File: src/rtl/spimon_pkg.sv
package spimon_pkg;
  typedef enum logic [2:0] {
    OP_RDREG = 3'b000,
    OP_RDBUF = 3'b001,
    OP_WRREG = 3'b010,
    OP_WRBUF = 3'b011,
    OP_BSET  = 3'b100,
    OP_BCLR  = 3'b101,
    OP_NONE  = 3'b110,
    OP_RESET = 3'b111
  } op_e;

  localparam int BYTE_W   = 8;
  localparam int ADDR_W   = 5;
  localparam int NUM_REGS = 1 << ADDR_W;
  localparam int WARN_W   = 6;

  localparam int W_UNK_OP = 0;
  localparam int W_HDR    = 1;
  localparam int W_LEN    = 2;
  localparam int W_CLASS  = 3;
  localparam int W_BANK   = 4;
  localparam int W_RSV    = 5;

  localparam logic [ADDR_W-1:0] BANK_REG_ADDR = 5'h1F;
  localparam logic [BYTE_W-1:0] RDBUF_HDR     = 8'h3A;
  localparam logic [BYTE_W-1:0] WRBUF_HDR     = 8'h7A;
endpackage

File: src/rtl/frame_capture.sv
module frame_capture
  import spimon_pkg::*;
#(
  parameter int LEN_W = 16
) (
  input  logic              clk,
  input  logic              rst,
  input  logic              cs_active,
  input  logic              byte_valid,
  input  logic [BYTE_W-1:0] mosi_byte,
  input  logic [BYTE_W-1:0] miso_byte,
  output logic              frame_end,
  output logic [LEN_W-1:0]  cnt,
  output logic [BYTE_W-1:0] hdr,
  output logic [BYTE_W-1:0] mosi1,
  output logic [BYTE_W-1:0] miso1,
  output logic [BYTE_W-1:0] miso2
);
  localparam logic [LEN_W-1:0] CNT_MAX = '1;
  localparam logic [LEN_W-1:0] IDX0    = LEN_W'(0);
  localparam logic [LEN_W-1:0] IDX1    = LEN_W'(1);
  localparam logic [LEN_W-1:0] IDX2    = LEN_W'(2);

  logic cs_q;
  logic take;

  assign frame_end = cs_q & ~cs_active;
  assign take      = cs_active & byte_valid;

  always_ff @(posedge clk) begin
    if (rst) begin
      cs_q  <= 1'b0;
      cnt   <= '0;
      hdr   <= '0;
      mosi1 <= '0;
      miso1 <= '0;
      miso2 <= '0;
    end else begin
      cs_q <= cs_active;
      if (frame_end) begin
        cnt <= '0;
      end else if (take) begin
        if (cnt == IDX0) hdr <= mosi_byte;
        if (cnt == IDX1) begin
          mosi1 <= mosi_byte;
          miso1 <= miso_byte;
        end
        if (cnt == IDX2) miso2 <= miso_byte;
        if (cnt != CNT_MAX) cnt <= cnt + IDX1;
      end
    end
  end

  // the count only moves when a byte is taken or a frame closes
  p_count_hold_r1: assert property (@(posedge clk) disable iff (rst)
    (!take && !frame_end) |=> $stable(cnt));

  // the count never wraps from its ceiling back to zero inside a frame
  p_count_sat_r11: assert property (@(posedge clk) disable iff (rst)
    (cnt == CNT_MAX && !frame_end) |=> cnt == CNT_MAX);
endmodule

File: src/rtl/bank_tracker.sv
module bank_tracker
  import spimon_pkg::*;
#(
  parameter int BANK_W = 2
) (
  input  logic              clk,
  input  logic              rst,
  input  logic              upd,
  input  logic [2:0]        op,
  input  logic [BYTE_W-1:0] wdata,
  output logic [BANK_W-1:0] bsel,
  output logic [BANK_W-1:0] known
);
  for (genvar i = 0; i < BANK_W; i++) begin : g_bit
    always_ff @(posedge clk) begin
      if (rst) begin
        bsel[i]  <= 1'b0;
        known[i] <= 1'b0;
      end else if (upd) begin
        if (op == OP_WRREG) begin
          bsel[i]  <= wdata[i];
          known[i] <= 1'b1;
        end else if (op == OP_BSET && wdata[i]) begin
          bsel[i]  <= 1'b1;
          known[i] <= 1'b1;
        end else if (op == OP_BCLR && wdata[i]) begin
          bsel[i]  <= 1'b0;
          known[i] <= 1'b1;
        end
      end
    end

    // a select bit once known stays known until reset
    p_known_sticky_r9: assert property (@(posedge clk) disable iff (rst)
      known[i] |=> known[i]);

    // without an update the select bit holds
    p_sel_hold_r8: assert property (@(posedge clk) disable iff (rst)
      !upd |=> $stable(bsel[i]));
  end
endmodule

File: src/rtl/frame_decoder.sv
module frame_decoder
  import spimon_pkg::*;
#(
  parameter int LEN_W  = 16,
  parameter int BANK_W = 2,
  localparam int MAP_W = (1 << BANK_W) * NUM_REGS,
  localparam int IDX_W = BANK_W + ADDR_W
) (
  input  logic [LEN_W-1:0]  cnt,
  input  logic [BYTE_W-1:0] hdr,
  input  logic [BYTE_W-1:0] mosi1,
  input  logic [BYTE_W-1:0] miso1,
  input  logic [BYTE_W-1:0] miso2,
  input  logic [BANK_W-1:0] bsel,
  input  logic [BANK_W-1:0] known,
  input  logic [MAP_W-1:0]  mac_map,
  input  logic [MAP_W-1:0]  rsv_map,
  output logic [WARN_W-1:0] warn,
  output logic [BYTE_W-1:0] data,
  output logic [LEN_W-1:0]  len,
  output logic              bank_upd
);
  localparam logic [LEN_W-1:0] N1 = LEN_W'(1);
  localparam logic [LEN_W-1:0] N2 = LEN_W'(2);
  localparam logic [LEN_W-1:0] N3 = LEN_W'(3);

  logic [2:0]        op;
  logic [ADDR_W-1:0] a;
  logic [IDX_W-1:0]  idx;
  logic              shared, all_known, mac_eff;

  assign op        = hdr[7:5];
  assign a         = hdr[ADDR_W-1:0];
  assign idx       = {bsel, a};
  assign shared    = (a == BANK_REG_ADDR);
  assign all_known = &known;
  assign mac_eff   = !shared && all_known && mac_map[idx];

  always_comb begin
    warn     = '0;
    data     = '0;
    len      = '0;
    bank_upd = 1'b0;
    unique case (op)
      OP_RDREG: begin
        if (cnt != N2 && cnt != N3) begin
          warn[W_LEN] = 1'b1;
        end else begin
          if (!shared) begin
            if (!all_known) warn[W_BANK] = 1'b1;
            else if (rsv_map[idx]) warn[W_RSV] = 1'b1;
          end
          if ((all_known || shared) && (mac_eff != (cnt == N3)))
            warn[W_CLASS] = 1'b1;
          data = (cnt == N2) ? miso1 : miso2;
        end
      end
      OP_WRREG, OP_BSET, OP_BCLR: begin
        if (cnt != N2) begin
          warn[W_LEN] = 1'b1;
        end else begin
          if (!shared) begin
            if (!all_known) warn[W_BANK] = 1'b1;
            else if (rsv_map[idx]) warn[W_RSV] = 1'b1;
          end
          data     = mosi1;
          bank_upd = shared;
        end
      end
      OP_RDBUF: begin
        if (hdr != RDBUF_HDR) warn[W_HDR] = 1'b1;
        else len = cnt - N1;
      end
      OP_WRBUF: begin
        if (hdr != WRBUF_HDR) warn[W_HDR] = 1'b1;
        else len = cnt - N1;
      end
      OP_RESET: begin
        if (cnt != N1) warn[W_LEN] = 1'b1;
      end
      default: warn[W_UNK_OP] = 1'b1;
    endcase
  end
endmodule

File: src/rtl/spi_frame_monitor.sv
module spi_frame_monitor
  import spimon_pkg::*;
#(
  parameter int LEN_W  = 16,
  parameter int BANK_W = 2,
  localparam int MAP_W = (1 << BANK_W) * NUM_REGS
) (
  input  logic              clk,
  input  logic              rst,
  input  logic              cs_active,
  input  logic              byte_valid,
  input  logic [7:0]        mosi_byte,
  input  logic [7:0]        miso_byte,
  input  logic [MAP_W-1:0]  mac_map,
  input  logic [MAP_W-1:0]  rsv_map,
  output logic              frame_valid,
  output logic [2:0]        cmd,
  output logic [4:0]        addr,
  output logic [BANK_W-1:0] bank,
  output logic              bank_known,
  output logic [7:0]        data,
  output logic [LEN_W-1:0]  len,
  output logic [WARN_W-1:0] warn
);
  logic              frame_end;
  logic [LEN_W-1:0]  cnt;
  logic [BYTE_W-1:0] hdr, mosi1, miso1, miso2;
  logic [BANK_W-1:0] bsel, known;
  logic [WARN_W-1:0] d_warn;
  logic [BYTE_W-1:0] d_data;
  logic [LEN_W-1:0]  d_len;
  logic              d_upd;
  logic              publish;

  frame_capture #(.LEN_W(LEN_W)) i_capture (
    .clk, .rst, .cs_active, .byte_valid, .mosi_byte, .miso_byte,
    .frame_end, .cnt, .hdr, .mosi1, .miso1, .miso2
  );

  frame_decoder #(.LEN_W(LEN_W), .BANK_W(BANK_W)) i_decoder (
    .cnt, .hdr, .mosi1, .miso1, .miso2, .bsel, .known,
    .mac_map, .rsv_map,
    .warn(d_warn), .data(d_data), .len(d_len), .bank_upd(d_upd)
  );

  assign publish = frame_end && (cnt != '0);

  bank_tracker #(.BANK_W(BANK_W)) i_bank (
    .clk, .rst, .upd(publish && d_upd), .op(hdr[7:5]), .wdata(mosi1),
    .bsel, .known
  );

  always_ff @(posedge clk) begin
    if (rst) begin
      frame_valid <= 1'b0;
      cmd         <= '0;
      addr        <= '0;
      bank        <= '0;
      bank_known  <= 1'b0;
      data        <= '0;
      len         <= '0;
      warn        <= '0;
    end else begin
      frame_valid <= publish;
      if (publish) begin
        cmd        <= hdr[7:5];
        addr       <= hdr[ADDR_W-1:0];
        bank       <= bsel;
        bank_known <= &known;
        data       <= d_data;
        len        <= d_len;
        warn       <= d_warn;
      end
    end
  end

  // the result strobe lasts a single cycle
  p_valid_pulse_r1: assert property (@(posedge clk) disable iff (rst)
    frame_valid |=> !frame_valid);

  // the record holds between results
  p_record_hold_r1: assert property (@(posedge clk) disable iff (rst)
    !frame_valid |-> $stable(warn) && $stable(len) && $stable(data));

  // only buffer commands carry a nonzero length
  p_len_buffer_r4: assert property (@(posedge clk) disable iff (rst)
    (frame_valid && len != '0) |-> (cmd == OP_RDBUF || cmd == OP_WRBUF));

  // the unused code raises only its own warning
  p_unk_alone_r3: assert property (@(posedge clk) disable iff (rst)
    (frame_valid && cmd == OP_NONE) |-> warn == WARN_W'(1 << W_UNK_OP));

  // a known bank never yields a bank-unknown warning
  p_bank_warn_r9: assert property (@(posedge clk) disable iff (rst)
    (frame_valid && bank_known) |-> !warn[W_BANK]);

  // a length warning stands alone
  p_len_alone_r5: assert property (@(posedge clk) disable iff (rst)
    (frame_valid && warn[W_LEN]) |-> $countones(warn) == 1);
endmodule

File: config.mk
export PLATFORM = sky130hd
export DESIGN_NAME = spi_frame_monitor
export DESIGN_NICKNAME = d
export VERILOG_FILES = /design/src/rtl/spimon_pkg.sv /design/src/rtl/frame_capture.sv /design/src/rtl/bank_tracker.sv /design/src/rtl/frame_decoder.sv /design/src/rtl/spi_frame_monitor.sv
export SDC_FILE = /design/constraint.sdc
export NUM_CORES = 1
export LEC_CHECK = 0
export BUFFER_PORTS_ARGS = -buffer_cell sky130_fd_sc_hd__buf_4
export CORE_MARGIN = 2
export CORE_UTILIZATION = 43
export DETAILED_ROUTE_END_ITERATION = 7
export GPL_ROUTABILITY_DRIVEN = 0
export GPL_TIMING_DRIVEN = 0
export PLACE_DENSITY = 0.79
export SLEW_MARGIN = 10
export SYNTH_ARGS = -nofsm -noshare
export SYNTH_HDL_FRONTEND = slang
export SYNTH_SLANG_ARGS = --single-unit
File: constraint.sdc
create_clock -name clk -period 2.4 [get_ports clk]
set_clock_uncertainty 0.05 [all_clocks]
set_input_delay 0.36 -clock clk [delete_from_list [all_inputs] [get_ports clk]]
set_output_delay 0.36 -clock clk [all_outputs]
set_load 0.05 [all_outputs]
==> impl_results.md <==
* R2R Setup Slk at -0.07 ns
* Fill count at 1195
* Final Max Tran Viols at 0
* Via density at 5.94
* Fmax at 405 MHz
* Setup ws final at -0.0705 ns
* Synth warn at 0
* Reg2Reg Depth at 10
* CTS tree: yes
* DR iter-0 viols at 546
* Post-Syn Nets at 966
* Unrepaired setup endpoints after global routing: true
* Clock transition at path regs at 0.07 ns
* Number of enable flip-flop cells after synthesis at 0
* Port buffer count at 315
* Status: complete, but fails checks
* Pleak at 0.00402 uW
* Die area at 16000 um^2
* Worst R2R End: warn[3]$_SDFFE_PP0P_
* Worst R2R Start: i_capture.hdr[1]$_SDFFE_PP0P_
* Height of the die at 127 um
* Buffer depth of the longest clock path at 2
* GRT Util Overall at 32.2%
* Grt ovf at 0
* H-tree levels at 3
* Cell Area, Synth at 6460 um^2
* Asr flop ratio synth at 0%
* Area Overhead vs Synth at 52.5%
* Mean post-synth cell area at 9.43 um^2
* TNS Setup at -0.124 ns
* Post-Route WL at 27.1 mm
* Seq/Total Area, Yosys at 29.4%
* Vias in the first global route at 7130
* CP Class: flop to flop
* CTS Sinks at 95
* Crit share post-route at 103%
* Initial core utilization at 44.3%
* HP Class: input pin to flop
* Rel. slew slack at 55.8%
* Post-synth top flop: dfxtp_1
* Via count at 7209
* # placed instances at 1184
* Distinct cells, synth at 55
* Failing checks: setup timing
* WHS Endpoint: i_capture.miso1[2]$_SDFFE_PP0P_
* Fraction of layout cells with a size suffix above 1 at 48.8%
* Core Footprint at 14600 um^2
* P per Cell Area at 423 nW/um^2
* Dpl hpwl at 21.4 mm
* Chip width at 127 um
* Worst Hold Slack at 0.213 ns
* Largest net degree at the start of global routing at 18
* Rows at 44
* Critical Path RT at 2.58 ns
* Arrival @ worst endpoint at 2.65 ns
* Final min period at 2.47 ns
* Cells on Worst Hold Path at 3
* DR pass1 iterations at 8
* Initial antenna violation count at 3
* Final Hold Fails at 0
* Critical Path Fanout Max at 10
* Synthesized flop and latch total at 95
* Boundary Pins at 318
* CTS root buf: clkbuf_16
* Antenna Nets Post-Route at 0
* Min-delay src: miso_byte[2]
* Final setup fails at 2
* CP Launch Type: flop
* Drc violations at 0
* Wirelength per Cell at 22.3 um
* Critical Path Sink Type: flop
* First-pass GRT wire length at 39.6 mm
* Num CTS Buffers at 9
* Max Cap Violations at 0
* Maximum VDD drop at 0.350 mV
* Cell Count, Final, Fillers Out at 1213
* Worst-margin pin slew at 0.664 ns
* Clk Latency, worst-skew pair at 0.35 ns
* Post-synthesis instance total at 685
* Final nets at 1304
routing by layer:
| layer | track usage (%) | share of wire, % | vias up |
|---|---|---|---|
| met4 | 6.66 | 2.3 | 4 |
| li1 | - | - | 3209 |
| met5 | 0 | 0.096 | - |
| met3 | 9.19 | 11 | 70 |
| met2 | 53.0 | 47 | 430 |
| met1 | 42.6 | 40 | 3496 |
synthesized netlist by cell type, types with 2 or more instances:
cell       count  area [um^2]
clkbuf_1      32          120
or2_2          2         12.5
dfxtp_1       95         1900
and4_1         4         35.0
o2bb2ai_1      9         78.8
mux2i_1       32          320
nand3b_1       4         30.0
a22oi_1       15          113
nand2b_1       6         37.5
o211ai_1       2         15.0
nor3_1        20          100
o22ai_1        4         25.0
o21ai_0        5         25.0
ha_1           5         62.6
mux4_2        61         1370
inv_1          8         30.0
nor3b_1        5         37.5
xnor2_1       11         96.3
a21oi_1       58          290
and2_1         2         12.5
buf_6          7         78.8
nand4_1       12         75.1
mux2_2        13          146
nand3_1       12         60.1
o311ai_0       2         17.5
xor2_1        20          175
a311oi_1       2         17.5
buf_2         12         60.1
and3_1         6         37.5
a2111oi_0      2         17.5
nor2_1        76          285
nor4_1         5         31.3
o221ai_1       4         35.0
nor2b_1        8         50.1
nand2_1       89          334
a211oi_1       5         37.5
buf_1          5         18.8
buf_4          8         60.1
cell usage in the layout, fill, tap and decap left out, types with 10 or more instances in the layout:
cell and instances:
nor2_1 74, clkbuf_16 10, dfxtp_1 92, nor3_1 17
xor2_1 20, nand2_1 88, mux4_2 61, nand4_1 12
a21oi_1 57, a22oi_1 15, clkbuf_1 22, mux2_2 13
nand3_1 11, mux2i_1 31, xnor2_1 11, buf_4 337
buf_6 10
logic make-up after synthesis:
logic type,share of synthesized area (%)
xor gates and xnor gates,4.20
and+or+nand+nor,18.8
muxes,28.5
buffers and inverters,5.75
DFF,29.4
AOI/OAI and AO/OA,12.3
adders and majority gates,0.968
final cells by class:
| type | count | area (um^2) | share of cell area [%] |
|---|---|---|---|
| antenna | 1 | 2.50 | 0.0254 |
| multi-input combinational | 518 | 4390 | 44.6 |
| timing repair buffer | 336 | 2560 | 26.0 |
| clock buffer | 10 | 239 | 2.43 |
| tap | 184 | 230 | 2.34 |
| sequential | 95 | 1910 | 19.4 |
| clock inverter | 6 | 75.1 | 0.762 |
| inverter | 9 | 33.8 | 0.343 |
| buffer | 54 | 403 | 4.09 |
stage by stage:
stage | area (um^2) | setup slack, ns | util, % | total power [uW]
floorplan | 6460 | 0.00733 | - | 2120
global placement | 9050 | -0.632 | 62.1 | 2600
detailed placement | 9050 | -0.614 | 62.1 | 2620
CTS | 9640 | -0.0914 | 66.0 | 4130
global route | 9850 | -0.155 | 67.5 | 4310
finish | 9850 | -0.0705 | 67.5 | 4170
state kept, by name, indices dropped and copies added (netlist names):
| name | flops |
|---|---|
| i_capture.miso2 | 8 |
| len | 16 |
| cmd | 3 |
| i_capture.hdr | 8 |
| data | 8 |
| i_capture.miso1 | 8 |
| i_capture.mosi1 | 8 |
| frame_valid | 1 |
| i_bank.bsel | 2 |
| warn | 6 |
| bank | 2 |
| bank_known | 1 |
| i_bank.known | 2 |
| i_capture.cs_q | 1 |
| addr | 5 |
| i_capture.cnt | 16 |
critical path, cell delays in order (launching register included):
cell      delay (ns)
dfxtp_2         0.36
buf_6           0.14
buf_8           0.17
buf_12          0.17
mux4_2          0.30
a311oi_1        0.28
nand2_1         0.12
nor4_2          0.32
nor4_2          0.11
xnor2_1         0.14
a22o_1          0.19
where the power goes:
group	switching, uW	total (uW)	leakage, uW	internal (uW)
clock	655	1510	0.000152	853
sequential	15.8	1610	0.000768	1590
combinational	433	1050	0.00310	619
how the worst max path moves through the flow:
stage                                   from                   end  slack, ns  depth (start not counted)
2_1_floorplan  i_capture.hdr[0]$_SDFFE_PP0P_  warn[5]$_SDFFE_PP0P_      0.007                          9
3_3_place_gp   i_capture.hdr[2]$_SDFFE_PP0P_  warn[5]$_SDFFE_PP0P_      -0.63                          8
3_5_place_dp   i_capture.hdr[2]$_SDFFE_PP0P_  warn[5]$_SDFFE_PP0P_      -0.61                          8
4_1_cts        i_capture.hdr[0]$_SDFFE_PP0P_  warn[3]$_SDFFE_PP0P_      -0.09                         10
5_1_grt        i_capture.hdr[0]$_SDFFE_PP0P_  warn[5]$_SDFFE_PP0P_      -0.15                          9
6_report       i_capture.hdr[1]$_SDFFE_PP0P_  warn[3]$_SDFFE_PP0P_      -0.07                         10
repair_timing:
| item | 4_1_cts | 5_1_grt |
|---|---|---|
| endpoints found under the setup margin | 65 | 86 |
| buffers inserted | 12 | 7 |
| pin swaps | 11 | 15 |
| resized for setup | 55 | 38 |
| endpoints found under the hold margin | 0 | 0 |
| gates cloned | 0 | 3 |
| hold buffers | 0 | 0 |
Note: power is estimated with default switching activity, not from simulation.
